<file path="src/rtl/hubPwrPkg.sv">
package hubPwrPkg;
  // Configuration captured from the straps at reset release.
  typedef struct packed {
    logic strapsReady;  // straps have been captured
    logic activeHigh;   // output polarity
    logic pmEnable;     // power switching and overcurrent handling in use
    logic ganged;       // ganged switching policy
  } ppcCfg_t;
endpackage

</file>
<file path="src/rtl/ocDebounce.sv">
module ocDebounce #(
  parameter int SYNC_STAGES = 2,
  parameter int HOLD_CYCLES = 8
) (
  input  logic clk,
  input  logic rstN,
  input  logic enable,
  input  logic faultN,
  output logic eventPulse
);
  localparam int CW = $clog2(HOLD_CYCLES + 1);
  localparam logic [CW-1:0] LAST = CW'(HOLD_CYCLES - 1);
  localparam logic [CW-1:0] SAT  = CW'(HOLD_CYCLES);

  logic [SYNC_STAGES-1:0] syncQ;
  logic [CW-1:0] holdCnt;
  logic faultSync;

  always_ff @(posedge clk or negedge rstN) begin
    if (!rstN) syncQ <= '0;
    else       syncQ <= {syncQ[SYNC_STAGES-2:0], ~faultN};
  end

  assign faultSync = syncQ[SYNC_STAGES-1];

  always_ff @(posedge clk or negedge rstN) begin
    if (!rstN)                     holdCnt <= '0;
    else if (!enable || !faultSync) holdCnt <= '0;
    else if (holdCnt != SAT)       holdCnt <= holdCnt + 1'b1;
  end

  // One pulse on the sample that completes the hold window.
  assign eventPulse = enable && faultSync && (holdCnt == LAST);
endmodule

</file>
<file path="src/rtl/ppcDatapath.sv">
module ppcDatapath
  import hubPwrPkg::*;
#(
  parameter int NUM_PORTS   = 4,
  parameter int SYNC_STAGES = 2,
  parameter int HOLD_CYCLES = 8
) (
  input  logic                 clk,
  input  logic                 rstN,
  input  ppcCfg_t              cfg,
  input  logic [NUM_PORTS-1:0] portOn,
  input  logic [NUM_PORTS-1:0] ocN,
  input  logic [NUM_PORTS-1:0] ocClear,
  output logic [NUM_PORTS-1:0] ocEvent,
  output logic [NUM_PORTS-1:0] ocStatus,
  output logic [NUM_PORTS-1:0] pwrCtl
);
  logic filterEn;
  logic [NUM_PORTS-1:0] statusQ;

  assign filterEn = cfg.strapsReady && cfg.pmEnable;

  for (genvar p = 0; p < NUM_PORTS; p++) begin : g_port
    ocDebounce #(
      .SYNC_STAGES(SYNC_STAGES),
      .HOLD_CYCLES(HOLD_CYCLES)
    ) uFilt (
      .clk       (clk),
      .rstN      (rstN),
      .enable    (filterEn),
      .faultN    (ocN[p]),
      .eventPulse(ocEvent[p])
    );
  end

  // A new event wins over a clear in the same cycle.
  always_ff @(posedge clk or negedge rstN) begin
    if (!rstN) statusQ <= '0;
    else       statusQ <= ocEvent | (statusQ & ~ocClear);
  end

  assign ocStatus = statusQ;

  always_comb begin
    if (!cfg.strapsReady)    pwrCtl = '0;
    else if (cfg.activeHigh) pwrCtl = portOn;
    else                     pwrCtl = ~portOn;
  end
endmodule

</file>
<file path="src/rtl/ppcControl.sv">
module ppcControl
  import hubPwrPkg::*;
#(
  parameter int NUM_PORTS = 4
) (
  input  logic                 clk,
  input  logic                 rstN,
  input  logic                 strapGanged,
  input  logic                 strapPmDisable,
  input  logic                 strapActiveHigh,
  input  logic [NUM_PORTS-1:0] pwrReq,
  input  logic [NUM_PORTS-1:0] ocEvent,
  input  logic [NUM_PORTS-1:0] ocStatus,
  output ppcCfg_t              cfg,
  output logic [NUM_PORTS-1:0] portOn
);
  localparam logic [NUM_PORTS-1:0] ALL_ON = {NUM_PORTS{1'b1}};

  ppcCfg_t cfgQ;
  logic [NUM_PORTS-1:0] holdOff;
  logic [NUM_PORTS-1:0] portOnQ;
  logic [NUM_PORTS-1:0] portOnNext;
  logic anyReq;

  assign anyReq = |pwrReq;

  // Strap capture on the first edge after reset release.
  always_ff @(posedge clk or negedge rstN) begin
    if (!rstN) begin
      cfgQ <= '0;
    end else if (!cfgQ.strapsReady) begin
      cfgQ.strapsReady <= 1'b1;
      cfgQ.activeHigh  <= strapActiveHigh;
      cfgQ.pmEnable    <= ~strapPmDisable;
      cfgQ.ganged      <= strapGanged;
    end
  end

  // Per-port lockout after a fault: released once status is clear and
  // the request (or, when ganged, every request) has been withdrawn.
  for (genvar p = 0; p < NUM_PORTS; p++) begin : g_hold
    logic reqIdle;
    assign reqIdle = cfgQ.ganged ? !anyReq : !pwrReq[p];
    always_ff @(posedge clk or negedge rstN) begin
      if (!rstN)                          holdOff[p] <= 1'b0;
      else if (ocEvent[p])                holdOff[p] <= 1'b1;
      else if (!ocStatus[p] && reqIdle)   holdOff[p] <= 1'b0;
    end
  end

  always_comb begin
    if (!cfgQ.strapsReady) begin
      portOnNext = '0;
    end else if (!cfgQ.pmEnable) begin
      portOnNext = ALL_ON;
    end else if (cfgQ.ganged) begin
      portOnNext = (anyReq && !(|holdOff) && !(|ocEvent)) ? ALL_ON : '0;
    end else begin
      portOnNext = pwrReq & ~holdOff & ~ocEvent;
    end
  end

  always_ff @(posedge clk or negedge rstN) begin
    if (!rstN) portOnQ <= '0;
    else       portOnQ <= portOnNext;
  end

  assign cfg    = cfgQ;
  assign portOn = portOnQ;
endmodule

</file>
<file path="src/rtl/hub_port_power.sv">
module hub_port_power
  import hubPwrPkg::*;
#(
  parameter int NUM_PORTS   = 4,
  parameter int SYNC_STAGES = 2,
  parameter int HOLD_CYCLES = 8
) (
  input  logic                 clk,
  input  logic                 rstN,
  input  logic                 strapGanged,
  input  logic                 strapPmDisable,
  input  logic                 strapActiveHigh,
  input  logic [NUM_PORTS-1:0] pwrReq,
  input  logic [NUM_PORTS-1:0] ocN,
  input  logic [NUM_PORTS-1:0] ocClear,
  output logic [NUM_PORTS-1:0] pwrCtl,
  output logic [NUM_PORTS-1:0] ocStatus
);
  ppcCfg_t cfgBus;
  logic [NUM_PORTS-1:0] portOn;
  logic [NUM_PORTS-1:0] ocEvent;

  ppcControl #(.NUM_PORTS(NUM_PORTS)) uCtl (
    .clk            (clk),
    .rstN           (rstN),
    .strapGanged    (strapGanged),
    .strapPmDisable (strapPmDisable),
    .strapActiveHigh(strapActiveHigh),
    .pwrReq         (pwrReq),
    .ocEvent        (ocEvent),
    .ocStatus       (ocStatus),
    .cfg            (cfgBus),
    .portOn         (portOn)
  );

  ppcDatapath #(
    .NUM_PORTS  (NUM_PORTS),
    .SYNC_STAGES(SYNC_STAGES),
    .HOLD_CYCLES(HOLD_CYCLES)
  ) uDp (
    .clk     (clk),
    .rstN    (rstN),
    .cfg     (cfgBus),
    .portOn  (portOn),
    .ocN     (ocN),
    .ocClear (ocClear),
    .ocEvent (ocEvent),
    .ocStatus(ocStatus),
    .pwrCtl  (pwrCtl)
  );
endmodule

</file>
<file path="config.mk">
export PLATFORM = sky130hd
export DESIGN_NAME = hub_port_power
export DESIGN_NICKNAME = d
export VERILOG_FILES = /design/src/rtl/hubPwrPkg.sv /design/src/rtl/ocDebounce.sv /design/src/rtl/ppcDatapath.sv /design/src/rtl/ppcControl.sv /design/src/rtl/hub_port_power.sv
export SDC_FILE = /design/constraint.sdc
export NUM_CORES = 1
export LEC_CHECK = 0
export ABC_AREA = 1
export CAP_MARGIN = 15
export CORE_MARGIN = 1
export CORE_UTILIZATION = 35
export CTS_CLUSTER_DIAMETER = 150
export DETAILED_ROUTE_END_ITERATION = 12
export PLACE_DENSITY = 0.54
export SLEW_MARGIN = 20
export SYNTH_ARGS = -nofsm -noshare
export SYNTH_HDL_FRONTEND = slang
export SYNTH_SLANG_ARGS = --single-unit
</file>
<file path="constraint.sdc">
create_clock -name clk -period 1.9 [get_ports clk]
set_input_delay 0.19 -clock clk [delete_from_list [all_inputs] [get_ports clk]]
set_output_delay 0.19 -clock clk [all_outputs]
set_load 0.005 [all_outputs]
</file>
---- Word-level counts from Yosys, hierarchy flattened ----
Cells that the tools add are included.
operators by class
  $add $sub $neg .......................... 4
  equality and inequality tests ........... 8
  multiplexer cells ....................... 26
  bitwise operators ....................... 13
  reduce and logical (&&, ||, !) cells .... 46
operators by type and width
  kind                   count
  $mux W4                14
  $add A4 B1 Y4 const B  4
  $eq A4 B3 Y1 const B   4
  $logic_not A1 Y1       16
  $ne A4 B4 Y1 const B   4
  $not A4 Y4             4
  $reduce_bool A2 Y1     8
  $logic_and A1 B1 Y1    15
  $and A4 B4 Y4          3
  $mux W1                12
  $reduce_or A4 Y1       3
  $not A1 Y1             5
  $logic_or A1 B1 Y1     4
  $or A4 B4 Y4           1
storage, ports and cells
  register bits ........................... 40
  output and inout port bits .............. 8

---- Longest topological paths before layout ----
Gate-level depths: netlist (run 1).
  word-level depth ........................ 10
  depth in mapped cells ................... 8
  depth with buffers taken out ............ 8

---- Modules after synthesis ----
From an unflattened synthesis (run 1), not the netlist that was laid out.
unflattened totals
  cells, all modules ...................... 246
  area, all modules ....................... 2,011.9 um^2
by module, submodules not included
  module       instances  cells each  area each (um^2)
  ocDebounce   4          38          314.1
  ppcControl   1          63          529.3
  ppcDatapath  1          31          226.5

---- Worst setup path after synthesis (run 1) ----
No wires, ideal clock.
  path type ............................... register to register
  start point ............................. register uDp.g_port[1].uFilt.holdCnt[0]
  end point ............................... register uCtl.portOnQ[0], in the netlist uCtl.portOn[0]
  setup time .............................. 77 ps
  data arrival time ....................... 1,113 ps
  required time ........................... 1,823 ps
  setup slack ............................. 710 ps
  cell stages (with the launch flop) ...... 9
  buffers on the path ..................... 0
  cell sequence ........................... dfrtp_1 > ha_1 > nand2_1 > inv_1 > nand2_1 > nor2_1 > nor2_1 > nand3_2 > a21oi_1
on the way
  cells in the longest elaborated chain, start to end .. 9
ends and longest elaborated chain
  item                          line              source
  from (decl)                   ocDebounce.sv:16  logic [CW-1:0] holdCnt;
  from (signal assigned)        ocDebounce.sv:29  else if (holdCnt != SAT) holdCnt <= holdCnt + 1'b1;
  $eq A4 B3 Y1                  ocDebounce.sv:33  assign eventPulse = enable && faultSync && (holdCnt == LAST);
  $logic_and A1 B1 Y1           ocDebounce.sv:33
  $reduce_or A4 Y1              ppcControl.sv:57  portOnNext = (anyReq && !(|holdOff) && !(|ocEvent)) ? ALL_ON : '0;
  $logic_not A1 Y1              ppcControl.sv:57
  $logic_and A1 B1 Y1           ppcControl.sv:57
  $mux W4                       ppcControl.sv:57
  $mux W4                       ppcControl.sv:56  end else if (cfgQ.ganged) begin
  $mux W4                       ppcControl.sv:54  end else if (!cfgQ.pmEnable) begin
  $mux W4                       ppcControl.sv:52  if (!cfgQ.strapsReady) begin
  named net uCtl.portOnNext[0]  ppcControl.sv:22  logic [NUM_PORTS-1:0] portOnNext;
  to (signal assigned)          ppcControl.sv:65  else portOnQ <= portOnNext;
  to (decl)                     ppcControl.sv:21  logic [NUM_PORTS-1:0] portOnQ;
The timed path passes the listed nets, and every way through them passes these cells.
A chain may end at the register's enable or synchronous reset.

---- Final worst setup path (run 1) ----
  start point ............................. register uCtl.cfgQ, in the netlist uCtl.cfg[2]
  end point ............................... output pwrCtl[2]
on the way
  cells in the longest elaborated chain, start to end .. 2
ends and longest elaborated chain
  item         line                  source
  from (decl)  ppcControl.sv:19      ppcCfg_t cfgQ;
  $mux W4      ppcDatapath.sv:46     else if (cfg.activeHigh) pwrCtl = portOn;
  $mux W4      ppcDatapath.sv:45     if (!cfg.strapsReady) pwrCtl = '0;
  to (decl)    hub_port_power.sv:16  output logic [NUM_PORTS-1:0] pwrCtl,
Every way passes these cells.

==> impl_metrics.yaml, run 1 <==
yosys:
  synth_most_common_cell: "dfrtp_1"
  ys_top_cells_by_area: "dfrtp_1, nand2_1, inv_1, ha_1, nor2_1"
  ys.flop_type: "dfrtp_1"
  ys_warn_count: 0
  synth-seq-cells: 40
  netlist_instances: 213
  synth_fp_nets: 238
  yosysUniqueCellTypes: 21
  synthDominantCellAreaShare: 0.5337
  synth_common_cells: "dfrtp_1, nand2_1, inv_1, nor2_1, nand3_1"
  synth-edff-count: 0
  synth.avg_cell_area_um2: 8.805
  yosysTopAreaCell: "dfrtp_1"
  ys_async_sr_fraction: 1.000
  yosysSeqAreaShare: 0.5337
  syn_area_um2: 1876
cells_and_area:
  final_util: 0.4506
  area_growth_pct: 23.48
  drive_gt1_frac: 0.09796
  fin_area_um2: 2316
  n_antenna_cell: 0
  nets: 269
  final_cells: 315
place:
  portBuffers: 24
  pre_cts_ws_ns: 0.4788
  dpl.cell_count: 306
  placed_cell_area_um2: 2212
  hpwlAfterDp_mm: 2.475
  gp_congestion: 0.7640
pwr:
  p_leak_nw: 1.084
  power.density_nw_per_um2: 709.4
  combPwrFrac: 0.101
  ir_drop_v: 0.0003626
  p_clk_frac: 0.351
  net-switching-power_mw: 0.3866
  swShare: 0.2353
  pwr-share-seq: 0.548
  p_int_mw: 1.256
floorplan:
  core_um2: 5140
  die_area_um2: 5656
  die-height_um: 75.21
  die_x_um: 75.21
  row_count: 26
  pin_count: 25
  start_util: 0.3649
clock_network:
  htree_levels: 2
  post-cts-setup-buffers: 0
  worst_skew_pair.late_latency_ns: 0.29
  clkTransAtPathRegs_ns: 0.08
  cts_root_buffer: "clkbuf_8"
  hold_buffers: 1
  numCtsBuffers: 5
  cts_buffer_depth: 2
  cts_tree: "yes"
  cts_resized: 0
  clock_sinks: 40
route:
  drc: 0
  drtIter0Drc: 100
  ant_nets: 0
  finalWirelength_mm: 3.263
  dr.pass1.iters: 4
  via_count: 1367
  viasPerCell: 4.340
  wire_per_inst_um: 10.36
worst_setup_path:
  critPathCaptureType: "output port"
  critPathSlowestCell: "clkdlybuf4s50_1"
  worstPathRequired_ns: 1.71
  cp.arrival_ns: 1.53
  cp_cell_sequence: "xor2_1 -> nor2_1 -> clkdlybuf4s50_1"
  cp_slowest_stage_delay_ns: 0.51
  worstPathMaxFanout: 5
  critical_path_class: "reg -> out"
  crit_buf_inv: 1
  critPathTopFamily: "buffers and inverters"
  start_kind: "register"
global_route:
  grt_remaining_overflow: 0
  grt_first_pass_wirelength_mm: 5.713
  grt_pass1_vias: 1333
  grt_use_total: 0.1370
  antenna_found_initial: 0
  grt_start_max_net_pins: 22
outcome:
  status: "completed"
timing:
  grt_setup_unrepaired: "false"
  max_clock_freq_mhz: 579.7
  setup_viol: 0
  worst_slack_ns: 0.1751
  period_minus_slack_ns: 1.725
  finalHoldViolCount: 0
  fin_worst_skew_ns: 0.007080
  finalSetupTns_ns: 0
  slew_violations: 0
  fin_crit_sh: 0.9079
hold_path:
  worstHoldPathType: "reg -> reg"
job:
  drv_cap: 0
-- layout make-up --
cell class                      count  area [µm²]
Sequential cell                    40        1001
Multi-Input combinational cell    135       729.5
Tap cell                           70       87.58
Clock buffer                        7       86.33
Inverter                           35       131.4
Clock inverter                      1       7.507
Fill cell                         545        2824
Timing Repair Buffer               27       272.8
-- per-stage QoR --
stage / total power [mW] / hold WS [ns]
floorplan: 0.9912 / -0.1056
global placement: 1.083 / 0.1851
detailed placement: 1.084 / 0.1777
CTS: 1.672 / 0.3522
global route: 1.735 / 0.3572
finish: 1.643 / 0.3500
-- per-layer routing --
metal,global-route usage,vias to the layer above,part of all wire
li1,-,725,-
met1,0.1657,613,0.48
met2,0.2252,24,0.46
met3,0.05087,5,0.048
met4,0.04938,0,0.013
met5,0,-,0
-- path summary, 6_finish.rpt --
check                                                     from                        endpoint  slack (ns)  depth (start not counted)
worst max register to register  uDp.g_port[1].uFilt.holdCnt[0]                  uCtl.portOn[3]        0.49                          8
worst min-delay path              uDp.g_port[0].uFilt.syncQ[0]    uDp.g_port[0].uFilt.syncQ[1]        0.35                          0
worst max-delay path                               uCtl.cfg[2]                       pwrCtl[2]        0.18                          3
worst min register to register    uDp.g_port[0].uFilt.syncQ[0]    uDp.g_port[0].uFilt.syncQ[1]        0.35                          0
min in group asynchronous                                 rstN  uDp.g_port[1].uFilt.holdCnt[0]        0.39                          2
max in group asynchronous                                 rstN  uDp.g_port[2].uFilt.holdCnt[3]        1.03                          3
-- layout by cell type (no fill, tap or decap), types with 4 or more instances in the layout --
cell type / n
ha_1: 8
nand3_1: 15
a21oi_1: 14
inv_1: 32
nor3_1: 4
clkbuf_8: 6
nor2_1: 25
dfrtp_1: 40
nand2_1: 36
nand3_2: 5
xor2_1: 5
clkdlybuf4s50_1: 23
o21ai_0: 12
-- power groups by stage --
stage / sequential [mW] / clock, mW / combinational, mW
final: 0.900 / 0.577 / 0.165
after global routing: 0.904 / 0.641 / 0.190
after detailed placement: 0.917 / 0 / 0.167
after CTS: 0.900 / 0.603 / 0.169
after floorplan: 0.909 / 0 / 0.0819
after global placement: 0.917 / 0 / 0.166
-- sequential cells by signal, summed over array words and instances, names as in the netlist --
name / cells
uDp.g_port.uFilt.syncQ: 8
uDp.g_port.uFilt.holdCnt: 16
uCtl.cfg: 4
uCtl.holdOff: 4
uCtl.portOn: 4
uDp.ocStatus: 4
-- logic make-up after synthesis --
| family | Yosys count | share of synthesized area |
|---|---|---|
| buffers and inverters | 38 | 0.07739 |
| AO/OA/AOI/OAI | 27 | 0.07405 |
| AND/OR/NAND/NOR | 91 | 0.2222 |
| other | 1 | 0.001999 |
| flip-flops | 40 | 0.5337 |
| adder cells (fa/ha/maj) | 8 | 0.05337 |
| XOR/XNOR | 8 | 0.03736 |
-- worst register-to-register path: stages, from the launching register on --
cell     delay (ns)
dfrtp_1        0.44
ha_1           0.24
nand2_1        0.06
inv_1          0.07
nand2_1        0.06
nor2_1         0.04
nor2_1         0.14
nand3_2        0.12
a21oi_1        0.16
(Power assumes the default switching activity.)
==> run 2: changes to the inputs <==
--- a/config.mk
+++ b/config.mk
@@ -8,11 +8,12 @@
 export ABC_AREA = 1
 export CAP_MARGIN = 15
 export CORE_MARGIN = 1
-export CORE_UTILIZATION = 35
+export CORE_UTILIZATION = 52
 export CTS_CLUSTER_DIAMETER = 150
 export DETAILED_ROUTE_END_ITERATION = 12
-export PLACE_DENSITY = 0.54
+export PLACE_DENSITY = 0.75
 export SLEW_MARGIN = 20
 export SYNTH_ARGS = -nofsm -noshare
 export SYNTH_HDL_FRONTEND = slang
 export SYNTH_SLANG_ARGS = --single-unit
+export TNS_END_PERCENT = 20
==> impl_metrics.yaml, run 2 (synthesized netlist as in run 1, its figures left out) <==
floorplan:
  die-height_um: 62.06
  row_count: 21
  pin_count: 25
  die_area_um2: 3851
  die_x_um: 62.06
  core_um2: 3390
  start_util: 0.5533
global_route:
  grt_start_max_net_pins: 41
  grt_remaining_overflow: 0
  grt_use_total: 0.1837
  antenna_found_initial: 0
  grt_first_pass_wirelength_mm: 5.016
  grt_pass1_vias: 1207
route:
  drtIter0Drc: 68
  ant_nets: 0
  dr_wl_met2_mm: 1.339
  wire_per_inst_um: 10.26
  viasPerCell: 4.739
  dr.pass1.iters: 4
  dr_wl_met3_um: 91
  drc: 0
  via_count: 1379
  routed.top_layer: "met4"
  drt-met1-wl_mm: 1.515
  finalWirelength_mm: 2.986
cells_and_area:
  nets: 269
  fill_cells: 266
  seq_area_um2: 1001
  final_util: 0.6604
  multi_input_area_um2: 729.5
  final_cells: 291
  final_cell_mix: "dfrtp_1, nand2_1, inv_1"
  drive_gt1_frac: 0.09388
  top_register: "uDp.g_port.uFilt.holdCnt"
  largest_reg_flops: 16
  final_common_cell: "dfrtp_1"
  area_growth_pct: 19.35
  n_antenna_cell: 0
  reg_top3: "uDp.g_port.uFilt.holdCnt x16, uDp.g_port.uFilt.syncQ x8"
pwr:
  p_leak_nw: 1.068
  ir_drop_v: 0.0004653
  power.density_nw_per_um2: 666.8
place:
  pre_cts_ws_ns: 0.4990
  hpwlAfterDp_mm: 2.233
  gp_congestion: 0.8108
  dpl.cell_count: 282
  portBuffers: 24
timing:
  max_clock_freq_mhz: 564.4
  worst_slack_ns: 0.1281
  grt_setup_unrepaired: "false"
  fin_worst_skew_ns: 0.01120
  setup_viol: 0
  finalHoldViolCount: 0
  slew_violations: 0
  finalSetupTns_ns: 0
  period_minus_slack_ns: 1.772
  holdWs_ns: 0.3256
  fin_crit_sh: 0.9326
clock_network:
  cts_buffer_depth: 2
  htree_levels: 2
  cts_resized: 0
  clock_sinks: 40
  cts_root_buffer: "clkbuf_4"
  clkTransAtPathRegs_ns: 0.11
  numCtsBuffers: 5
  cts_tree: "yes"
  worst_skew_pair.late_latency_ns: 0.34
  post-cts-setup-buffers: 0
hold_path:
  hold_end: "uDp.g_port[3].uFilt.syncQ[0]"
  hold_depth: 2
  min_from: "ocN[3]"
  worstHoldPathType: "in -> reg"
worst_setup_path:
  r2r-start: "uDp.g_port[1].uFilt.holdCnt[0]"
  r2r_end: "uCtl.portOn[2]"
  critical_path_class: "reg -> out"
  start_kind: "register"
  critPathSlowestCell: "clkdlybuf4s50_1"
  r2r_cells: 8
  r2r_setup_slack_ns: 0.51
  worstPathMaxFanout: 5
  worstPathRequired_ns: 1.71
  cp.arrival_ns: 1.58
  critical_path.startpoint: "uCtl.cfg[2]"
  cp_slowest_stage_delay_ns: 0.50
  critPathCaptureType: "output port"
  cp_cell_sequence: "xor2_1 -> nor2_1 -> clkdlybuf4s50_1"
outcome:
  status: "completed"
job:
  drv_cap: 0
[run 2: layout make-up]
class / instances / area share
well taps: 46 / 0.02571
clock buffers: 8 / 0.02627
flip-flops and latches: 40 / 0.4472
inverters: 35 / 0.05869
multi-input cells: 135 / 0.3259
repair buffers: 27 / 0.1163
[run 2: layer usage]
layer / GRT usage / vias to the layer above
met1: 0.2463 / 627
met4: 0.08571 / 0
li1: - / 724
met3: 0.04348 / 5
met2: 0.2827 / 23
met5: 0 / -
[run 2: metrics by stage]
stage                     total power, mW  cell area (µm²)
after floorplan                    0.9912             1876
after detailed placement            1.077             2170
after global routing                1.574             2238
after global placement              1.074             2170
after CTS                           1.507             2238
final                               1.493             2238
[run 2: worst max-delay path: cells and delay by family, from the launching register on]
| family | cells | cell delay [ns] |
|---|---|---|
| flops | 1 | 0.46 |
| xor+xnor | 1 | 0.19 |
| buf+inv | 1 | 0.50 |
| simple gates | 1 | 0.09 |
[run 2: power by group]
part | internal [mW] | total (mW) | switching (mW)
sequential | 0.878 | 0.899 | 0.0213
combinational | 0.0806 | 0.161 | 0.0802
clock | 0.183 | 0.432 | 0.250
[run 2: repair_timing]
item / in CTS / in global routing
hold endpoints to repair: 40 / 0
hold buffers: 1 / 0
setup endpoints to repair: 0 / 0
[run 2: worst max-delay path by stage]
stage	end	slack [ns]	depth (start not counted)
after floorplan	uCtl.portOn[0]	0.71	8
after global placement	pwrCtl[2]	0.53	3
after global routing	pwrCtl[3]	0.02	3
final	pwrCtl[3]	0.13	3
after detailed placement	pwrCtl[3]	0.50	3
after CTS	pwrCtl[3]	0.11	3
